**src/rtl/sckgen_pkg.sv**
```systemverilog
package sckgen_pkg;

  // Per-cycle command from the control to the clock datapath.
  typedef struct packed {
    logic hold;    // idle: park sck at polarity, capture polarity
    logic toggle;  // half period elapsed: flip sck this edge
  } sckCtl_t;

  function automatic int maxOf(input int a, input int b);
    return (a > b) ? a : b;
  endfunction

endpackage

```
**src/rtl/sckgen_ctrl.sv**
```systemverilog
module sckgen_ctrl
  import sckgen_pkg::*;
#(
  parameter int LIN_W = 8,
  parameter int EXP_W = 4
) (
  input  logic                   clk,
  input  logic                   rstN,
  input  logic                   runEn,
  input  logic [LIN_W+EXP_W:0]   clkCtrl,
  output sckCtl_t                ctl
);

  // Wide enough for the largest half-period minus one in either mode.
  localparam int CNT_W   = maxOf(LIN_W, (1 << EXP_W) - 1);
  localparam int EXP_LSB = LIN_W;
  localparam int SEL_BIT = LIN_W + EXP_W;

  logic             active;
  logic [LIN_W-1:0] linS;
  logic [EXP_W-1:0] expS;
  logic             selS;
  logic [CNT_W-1:0] cnt;
  logic [CNT_W-1:0] halfM1;
  logic [CNT_W-1:0] powM1;
  logic             idle;
  logic             tick;

  // 2^n - 1; at the top exponent the shift wraps to zero and the
  // subtraction yields the all-ones limit, which is the wanted value.
  always_comb begin
    powM1  = ({{(CNT_W-1){1'b0}}, 1'b1} << expS) - {{(CNT_W-1){1'b0}}, 1'b1};
    halfM1 = selS ? CNT_W'(linS) : powM1;
  end

  assign idle = !runEn || !active;
  assign tick = !idle && (cnt == halfM1);

  always_comb begin
    ctl.hold   = idle;
    ctl.toggle = tick;
  end

  always_ff @(posedge clk or negedge rstN) begin
    if (!rstN) begin
      active <= 1'b0;
      linS   <= '0;
      expS   <= '0;
      selS   <= 1'b0;
      cnt    <= '0;
    end else begin
      active <= runEn;
      if (idle) begin
        cnt  <= '0;
        linS <= clkCtrl[LIN_W-1:0];
        expS <= clkCtrl[EXP_LSB +: EXP_W];
        selS <= clkCtrl[SEL_BIT];
      end else if (tick) begin
        cnt <= '0;
      end else begin
        cnt <= cnt + 1'b1;
      end
    end
  end

  AST_CNT_BOUND: assert property (@(posedge clk) disable iff (!rstN)
    cnt <= halfM1);

  AST_CFG_FROZEN: assert property (@(posedge clk) disable iff (!rstN)
    ($past(runEn && active) && runEn && active) |-> $stable({selS, expS, linS}));

endmodule

```
**src/rtl/sckgen_dp.sv**
```systemverilog
module sckgen_dp
  import sckgen_pkg::*;
(
  input  logic    clk,
  input  logic    rstN,
  input  logic    cpol,
  input  sckCtl_t ctl,
  output logic    sck,
  output logic    leadStrobe,
  output logic    trailStrobe
);

  logic polQ;

  always_ff @(posedge clk or negedge rstN) begin
    if (!rstN) begin
      sck         <= 1'b0;
      polQ        <= 1'b0;
      leadStrobe  <= 1'b0;
      trailStrobe <= 1'b0;
    end else if (ctl.hold) begin
      sck         <= cpol;
      polQ        <= cpol;
      leadStrobe  <= 1'b0;
      trailStrobe <= 1'b0;
    end else begin
      leadStrobe  <= ctl.toggle && (sck == polQ);
      trailStrobe <= ctl.toggle && (sck != polQ);
      if (ctl.toggle) sck <= ~sck;
    end
  end

  AST_STROBE_EXCL: assert property (@(posedge clk) disable iff (!rstN)
    !(leadStrobe && trailStrobe));

  AST_STROBE_ON_EDGE: assert property (@(posedge clk) disable iff (!rstN)
    (leadStrobe || trailStrobe) |-> !$stable(sck));

  AST_LEAD_AWAY: assert property (@(posedge clk) disable iff (!rstN)
    leadStrobe |-> (sck != polQ));

endmodule

```
**src/rtl/dual_sck_divider.sv**
```systemverilog
module dual_sck_divider
  import sckgen_pkg::*;
#(
  parameter int LIN_W = 8,
  parameter int EXP_W = 4
) (
  input  logic                 clk,
  input  logic                 rstN,
  input  logic                 runEn,
  input  logic                 cpol,
  input  logic [LIN_W+EXP_W:0] clkCtrl,
  output logic                 sck,
  output logic                 leadStrobe,
  output logic                 trailStrobe
);

  sckCtl_t ctl;

  sckgen_ctrl #(.LIN_W(LIN_W), .EXP_W(EXP_W)) u_ctrl (
    .clk     (clk),
    .rstN    (rstN),
    .runEn   (runEn),
    .clkCtrl (clkCtrl),
    .ctl     (ctl)
  );

  sckgen_dp u_dp (
    .clk         (clk),
    .rstN        (rstN),
    .cpol        (cpol),
    .ctl         (ctl),
    .sck         (sck),
    .leadStrobe  (leadStrobe),
    .trailStrobe (trailStrobe)
  );

  AST_IDLE_PARK: assert property (@(posedge clk) disable iff (!rstN)
    !runEn |=> (sck == $past(cpol)) && !leadStrobe && !trailStrobe);

  AST_RESET_QUIET: assert final (rstN || (!sck && !leadStrobe && !trailStrobe));

endmodule

```
**config.mk**
```make
export PLATFORM = sky130hd
export DESIGN_NAME = dual_sck_divider
export DESIGN_NICKNAME = d
export VERILOG_FILES = /design/src/rtl/sckgen_pkg.sv /design/src/rtl/sckgen_ctrl.sv /design/src/rtl/sckgen_dp.sv /design/src/rtl/dual_sck_divider.sv
export SDC_FILE = /design/constraint.sdc
export NUM_CORES = 1
export LEC_CHECK = 0
export ABC_AREA = 1
export CAP_MARGIN = 20
export CORE_UTILIZATION = 31
export CTS_CLUSTER_SIZE = 25
export DETAILED_ROUTE_END_ITERATION = 8
export GPL_TIMING_DRIVEN = 0
export PLACE_DENSITY_LB_ADDON = 0.05
export SETUP_SLACK_MARGIN = 0.2
export SYNTH_ARGS = -nofsm -noshare
export SYNTH_HDL_FRONTEND = slang
export SYNTH_SLANG_ARGS = --single-unit
```
**constraint.sdc**
```tcl
create_clock -name clk -period 2.45 [get_ports clk]
set_input_delay 0.3675 -clock clk [delete_from_list [all_inputs] [get_ports clk]]
set_output_delay 0.3675 -clock clk [all_outputs]
set_load 0.03 [all_outputs]
```
After elaboration in Yosys (flattened, before gate mapping)
Cells that the tools add are included.
{"block": "word_totals", "ff_bits": 33, "out_inout_bits": 3, "wordCells": 31, "inputBits": 17}
{"block": "op_classes", "bitwise_logic": 1, "shifts": 1, "n_reduce_logical": 8, "add_sub_neg": 2, "n_mux": 7, "eq_ne": 3}
{"op": "$mux W15", "count": 3}
{"op": "$add A15 B1 Y15 const B", "count": 1}
{"op": "$eq A15 B15 Y1", "count": 1}
{"op": "$shl A1 B4 Y15 const A", "count": 1}
{"op": "$sub A15 B1 Y15 const B", "count": 1}
{"op": "$mux W1", "count": 4}
{"op": "$logic_and A1 B1 Y1", "count": 3}
{"op": "$logic_not A1 Y1", "count": 3}
{"op": "$reduce_bool A2 Y1", "count": 1}
{"op": "$eq A1 B1 Y1", "count": 1}
{"op": "$logic_or A1 B1 Y1", "count": 1}
{"op": "$ne A1 B1 Y1", "count": 1}
{"op": "$not A1 Y1", "count": 1}

Logic depth before layout (Yosys ltp)
{"block": "depth", "word_depth": 7, "mapped_depth": 16, "mapped_depth_nobuf": 15}

Modules after synthesis
A second synthesis with hierarchy kept.
{"block": "unflattened", "hier_cells": 340, "area_unflattened_um2": 2225.9}
{"module": "sckgen_ctrl", "area_per_inst_um2": 2057.0, "instances": 1, "seq_area_each_um2": 725.7, "cells_per_inst": 320}
{"module": "sckgen_dp", "area_per_inst_um2": 168.9, "instances": 1, "seq_area_each_um2": 100.1, "cells_per_inst": 20}

Worst setup path before layout
Ideal clock, no wire load.
{"block": "synth_timing", "path_type": "register to register", "start": "register u_ctrl.expS[2]", "end": "register u_ctrl.cnt[12]", "n_path_buf": 2, "t_arrival_ps": 1986, "required_time_ps": 2330, "path_stages_with_launch": 16, "slack_ps": 344, "setup_ps": 120, "period_less_slack_ps": 2106, "cell_sequence": "dfrtp_1 buf_6 nor2_2 nand2_1 ha_1 o21ai_0 nand2_1 nand2_1 nand3_1 nor2_1 nand3_1 nor2_2 nand3_2 nand2_2 buf_6 nor2_1"}
{"block": "synth_between", "elab_chain_cells": 7}
{"element": "start, declared", "line": "sckgen_ctrl.sv:21", "rtl": "logic [EXP_W-1:0] expS;"}
{"element": "start signal, assigned", "line": "sckgen_ctrl.sv:56", "rtl": "expS <= clkCtrl[EXP_LSB +: EXP_W];"}
{"element": "$shl A1 B4 Y15", "line": "sckgen_ctrl.sv:32", "rtl": "powM1 = ({{(CNT_W-1){1'b0}}, 1'b1} << expS) - {{(CNT_W-1){1'b0}}, 1'b1};"}
{"element": "$sub A15 B1 Y15", "line": "sckgen_ctrl.sv:32"}
{"element": "$mux W15", "line": "sckgen_ctrl.sv:33", "rtl": "halfM1 = selS ? CNT_W'(linS) : powM1;"}
{"element": "$eq A15 B15 Y1", "line": "sckgen_ctrl.sv:37", "rtl": "assign tick = !idle && (cnt == halfM1);"}
{"element": "$logic_and A1 B1 Y1", "line": "sckgen_ctrl.sv:37"}
{"element": "$mux W15", "line": "sckgen_ctrl.sv:58", "rtl": "end else if (tick) begin"}
{"element": "$mux W15", "line": "sckgen_ctrl.sv:53", "rtl": "if (idle) begin"}
{"element": "end signal, assigned", "line": "sckgen_ctrl.sv:61", "rtl": "cnt <= cnt + 1'b1;"}
{"element": "end, declared", "line": "sckgen_ctrl.sv:23", "rtl": "logic [CNT_W-1:0] cnt;"}
Every way passes these cells.
A chain may end at the register's enable or synchronous reset.

Final worst setup path
{"block": "layout_timing", "start": "register u_ctrl.expS[1]", "end": "register u_ctrl.cnt[4]"}
The elaborated chain is that of the path after synthesis.

==> metrics.csv <==
metric,value,unit
number of distinct library cells after synthesis,23,
Adder-Cell Fraction of Synth Area,0.0125,
worst setup margin,222,ps
root buf cell,clkbuf_8,
share of the synthesized area in the top cell type,0.413,
required time of the critical path,2630,ps
number of max-cap violations,0,
Util after Layout,0.430,
share of power burned in registers,0.410,
Hold Buf Count CTS,0,
mapped cell area,2000,um^2
fin cells,406,
largest family of logic cells by synthesized area,simple AND/OR/NAND/NOR gates,
period utilization,0.909,
FMAX,0.449,GHz
final hold vios,0,
asr flop ratio synth,1.00,
Power Dens Cells,551,nW/um^2
Antenna Nets Post-Route,0,
routed vias/inst,4.69,
Syn Nets,308,
combinational fraction of design power,0.211,
Tightest Pin Transition,773,ps
min Tclk post-route,2230,ps
mean area per synthesized cell,6.92,um^2
drt drc,0,
post-synthesis mux area share,0,
CORE AREA,6060,um^2
Multi-input gate area,1060,um^2
initial antenna violation count,0,
critical path cell sequence,"inv_4, nand4_1, ha_4, o21ai_2, nand2_1, nand2_1, nand3_1, nor2_1, nand3_1, nor2_2, nand3_2, nand2_4, buf_6, buf_8, nor2_2",
Pwr Total,1440,uW
vias,1903,
Main synth FF type,dfrtp_1,
number of global-route vias before repair,1867,
P_int,1030,uW
max-slew violations,0,
"top cells by area, synth","dfrtp_1 41%, nand2_1 20%, nand3_1 6.5%",
Fillers,628,
clock share of power,0.379,
TritonCTS Buffers,5,
Setup CP Type,reg2reg,
clk buf depth,2,
GRT Util Overall,0.178,
cells after synthesis,289,
critical path's top delay family,simple AND/OR/NAND/NOR gates,
Net Switching,408,uW
maximum VDD drop,0.000295,V
Max transition margin,0.485,
RSZ-0062 raised after global routing,true,
total of warnings raised by yosys,0,
worst clock skew,6.69,ps
"Max stage delay cell, worst path",dfrtp_2,
largest net degree at the start of global routing,34,
post-synthesis sequential area ratio,0.413,
diode count,0,
Worst-path clk slew,70,ps
placed cell count,383,
xor/xnor share of the synthesized area,0.0438,
worst hold slack,140,ps
final wirelength,5.17,mm
H-tree Lvls,2,
share of cells above drive strength 1,0.151,
Die Span Y,82.3,um
worst skew pair latency,290,ps
IO Pins,20,
Yosys reg bits,33,
hpwl dp,3.67,mm
die area,6780,um^2
Crit path largest cell delay,460,ps
leading area contributor after synthesis,dfrtp_1,
Syn-to-layout area delta,30.4,%
Tightest Hold Check Type,in2async,
Clock Sinks,33,
Final nets,349,
row count,28,
post-synthesis simple-gate area fraction,0.385,
switch share,0.283,
Worst setup EP type,flop,
status,completed,
Leak,0.00123,uW
DRT iter0 DRCs,91,
Critical Path Source Type,flop,
Initial Util,0.330,
TritonRoute pass-1 iters,4,
Final setup viols,0,
grt total ovfl,0,
Worst Path Buf+Inv,3,
PortBufs,19,
crit path max fanout,5,
first-pass GRT wire length,8.79,mm
WL per Instance,12.7,um
Die W,82.3,um
CTS tree,yes,
gp weighted congestion,0.814,
pre-CTS setup slack,-87.4,ps
number of synthesized flops with an enable pin,0,
Synth Area in Compound Gates,0.0663,
FF+latch area,830,um^2
WP data arrival,2410,ps
[logic make-up (layout without fill, tap and decap cells)]
group,after synthesis,in the layout
simple gates,182,182
flops,33,33
compound gates,25,25
xor+xnor,10,10
fa+ha+maj,2,2
buf+inv,37,79
[sequential cells by signal, summed over array words and instances, names as in the netlist]
register	cells
u_dp.leadStrobe	1
u_ctrl.active	1
u_dp.trailStrobe	1
u_dp.sck	1
u_ctrl.selS	1
u_ctrl.linS	8
u_dp.polQ	1
u_ctrl.expS	4
u_ctrl.cnt	15
[layout make-up]
class	instances	area share
Multi-Input combinational cell	219	0.407
Sequential cell	33	0.318
Timing Repair Buffer	34	0.128
Inverter	30	0.0470
Tap cell	75	0.0360
Clock buffer	7	0.0331
Buffer	7	0.0197
Clock inverter	1	0.0115
[cell usage after synthesis, types with 3 or more instances]
| library cell | count |
|---|---|
| nand3_1 | 26 |
| nor2_2 | 4 |
| xor2_1 | 9 |
| inv_1 | 26 |
| dfrtp_1 | 33 |
| o21ai_0 | 20 |
| nor2_1 | 34 |
| nand2_1 | 105 |
| inv_2 | 3 |
| nand4_1 | 8 |
| o211ai_1 | 3 |
[path summary, 6_finish.rpt]
path                                       startpoint                         end  slack, ps  cells past startpoint
setup / recovery           u_ctrl.expS[1]$_DFFE_PN0N_     u_ctrl.cnt[4]$_DFF_PN0_        220                     15
hold / removal                                   rstN  u_ctrl.expS[2]$_DFFE_PN0N_        140                      1
setup reg to reg           u_ctrl.expS[1]$_DFFE_PN0N_     u_ctrl.cnt[4]$_DFF_PN0_        220                     15
hold reg to reg            u_ctrl.linS[1]$_DFFE_PN0N_  u_ctrl.linS[1]$_DFFE_PN0N_        470                      2
max in group asynchronous                        rstN  u_ctrl.expS[3]$_DFFE_PN0N_       1780                      1
min in group clk           u_ctrl.linS[1]$_DFFE_PN0N_  u_ctrl.linS[1]$_DFFE_PN0N_        470                      2
[power groups by stage]
| stage | Combinational [uW] | Clock (uW) | Sequential (uW) |
|---|---|---|---|
| floorplan | 164 | 0 | 597 |
| global placement | 255 | 0 | 597 |
| detailed placement | 255 | 0 | 597 |
| CTS | 292 | 561 | 589 |
| global route | 347 | 576 | 593 |
| finish | 304 | 545 | 589 |
[routing by layer]
layer | up-vias | wire length [um] | track usage
met5 | - | 0 | 0
met2 | 24 | 2330 | 0.271
met4 | 0 | 106 | 0.0702
met1 | 873 | 2600 | 0.245
li1 | 996 | - | -
met3 | 10 | 138 | 0.0352
[stage by stage]
| stage | TNS [ps] | area [um^2] |
|---|---|---|
| 6_report | 0 | 2610 |
| 5_1_grt | 0 | 2610 |
| 4_1_cts | 0 | 2560 |
| 3_5_place_dp | -831 | 2280 |
| 3_3_place_gp | -564 | 2280 |
| 2_1_floorplan | 0 | 2000 |
[worst reg2reg max path: cells and delay by family, from the launching register on]
kind,cells,cell delay [ps]
AO/OA/AOI/OAI,1,100
buffers and inverters,3,320
AND/OR/NAND/NOR,10,970
adder cells (fa/ha/maj),1,270
flip-flops,1,460
[cells in the final DEF, fill, tap and decap left out]
cell type | netlist | final
nand4_1 | 8 | 8
nand2_1 | 105 | 104
nand3b_1 | 2 | 2
xnor2_1 | 1 | 1
nor2_2 | 4 | 7
o21ai_0 | 20 | 19
nor2_4 | 1 | 3
nand3_1 | 26 | 26
o211ai_1 | 3 | 3
buf_2 | 2 | 3
xor2_1 | 9 | 9
clkinv_4 | 0 | 1
ha_1 | 2 | 1
nand2_2 | 1 | 1
bufinv_16 | 0 | 1
nand3_2 | 1 | 1
clkdlybuf4s50_1 | 0 | 18
clkinv_1 | 1 | 1
inv_4 | 0 | 2
nand2_4 | 0 | 1
buf_4 | 1 | 13
a21oi_1 | 2 | 2
nor2_1 | 34 | 29
ha_4 | 0 | 1
clkbuf_1 | 2 | 3
dfrtp_1 | 33 | 30
clkbuf_8 | 0 | 6
buf_12 | 0 | 1
dfrtp_2 | 0 | 3
buf_16 | 0 | 1
buf_8 | 0 | 1
inv_2 | 3 | 1
o21ai_2 | 0 | 1
inv_1 | 26 | 25
buf_6 | 2 | 2
[repair_timing]
action / CTS / global route
gates cloned: 1 / 0
hold endpoints to repair: 0 / 0
pin swaps: 7 / 8
buffers inserted: 10 / 4
gates resized for setup: 14 / 10
endpoints found under the setup margin: 16 / 16
Note: power is estimated with default switching activity, not from simulation.
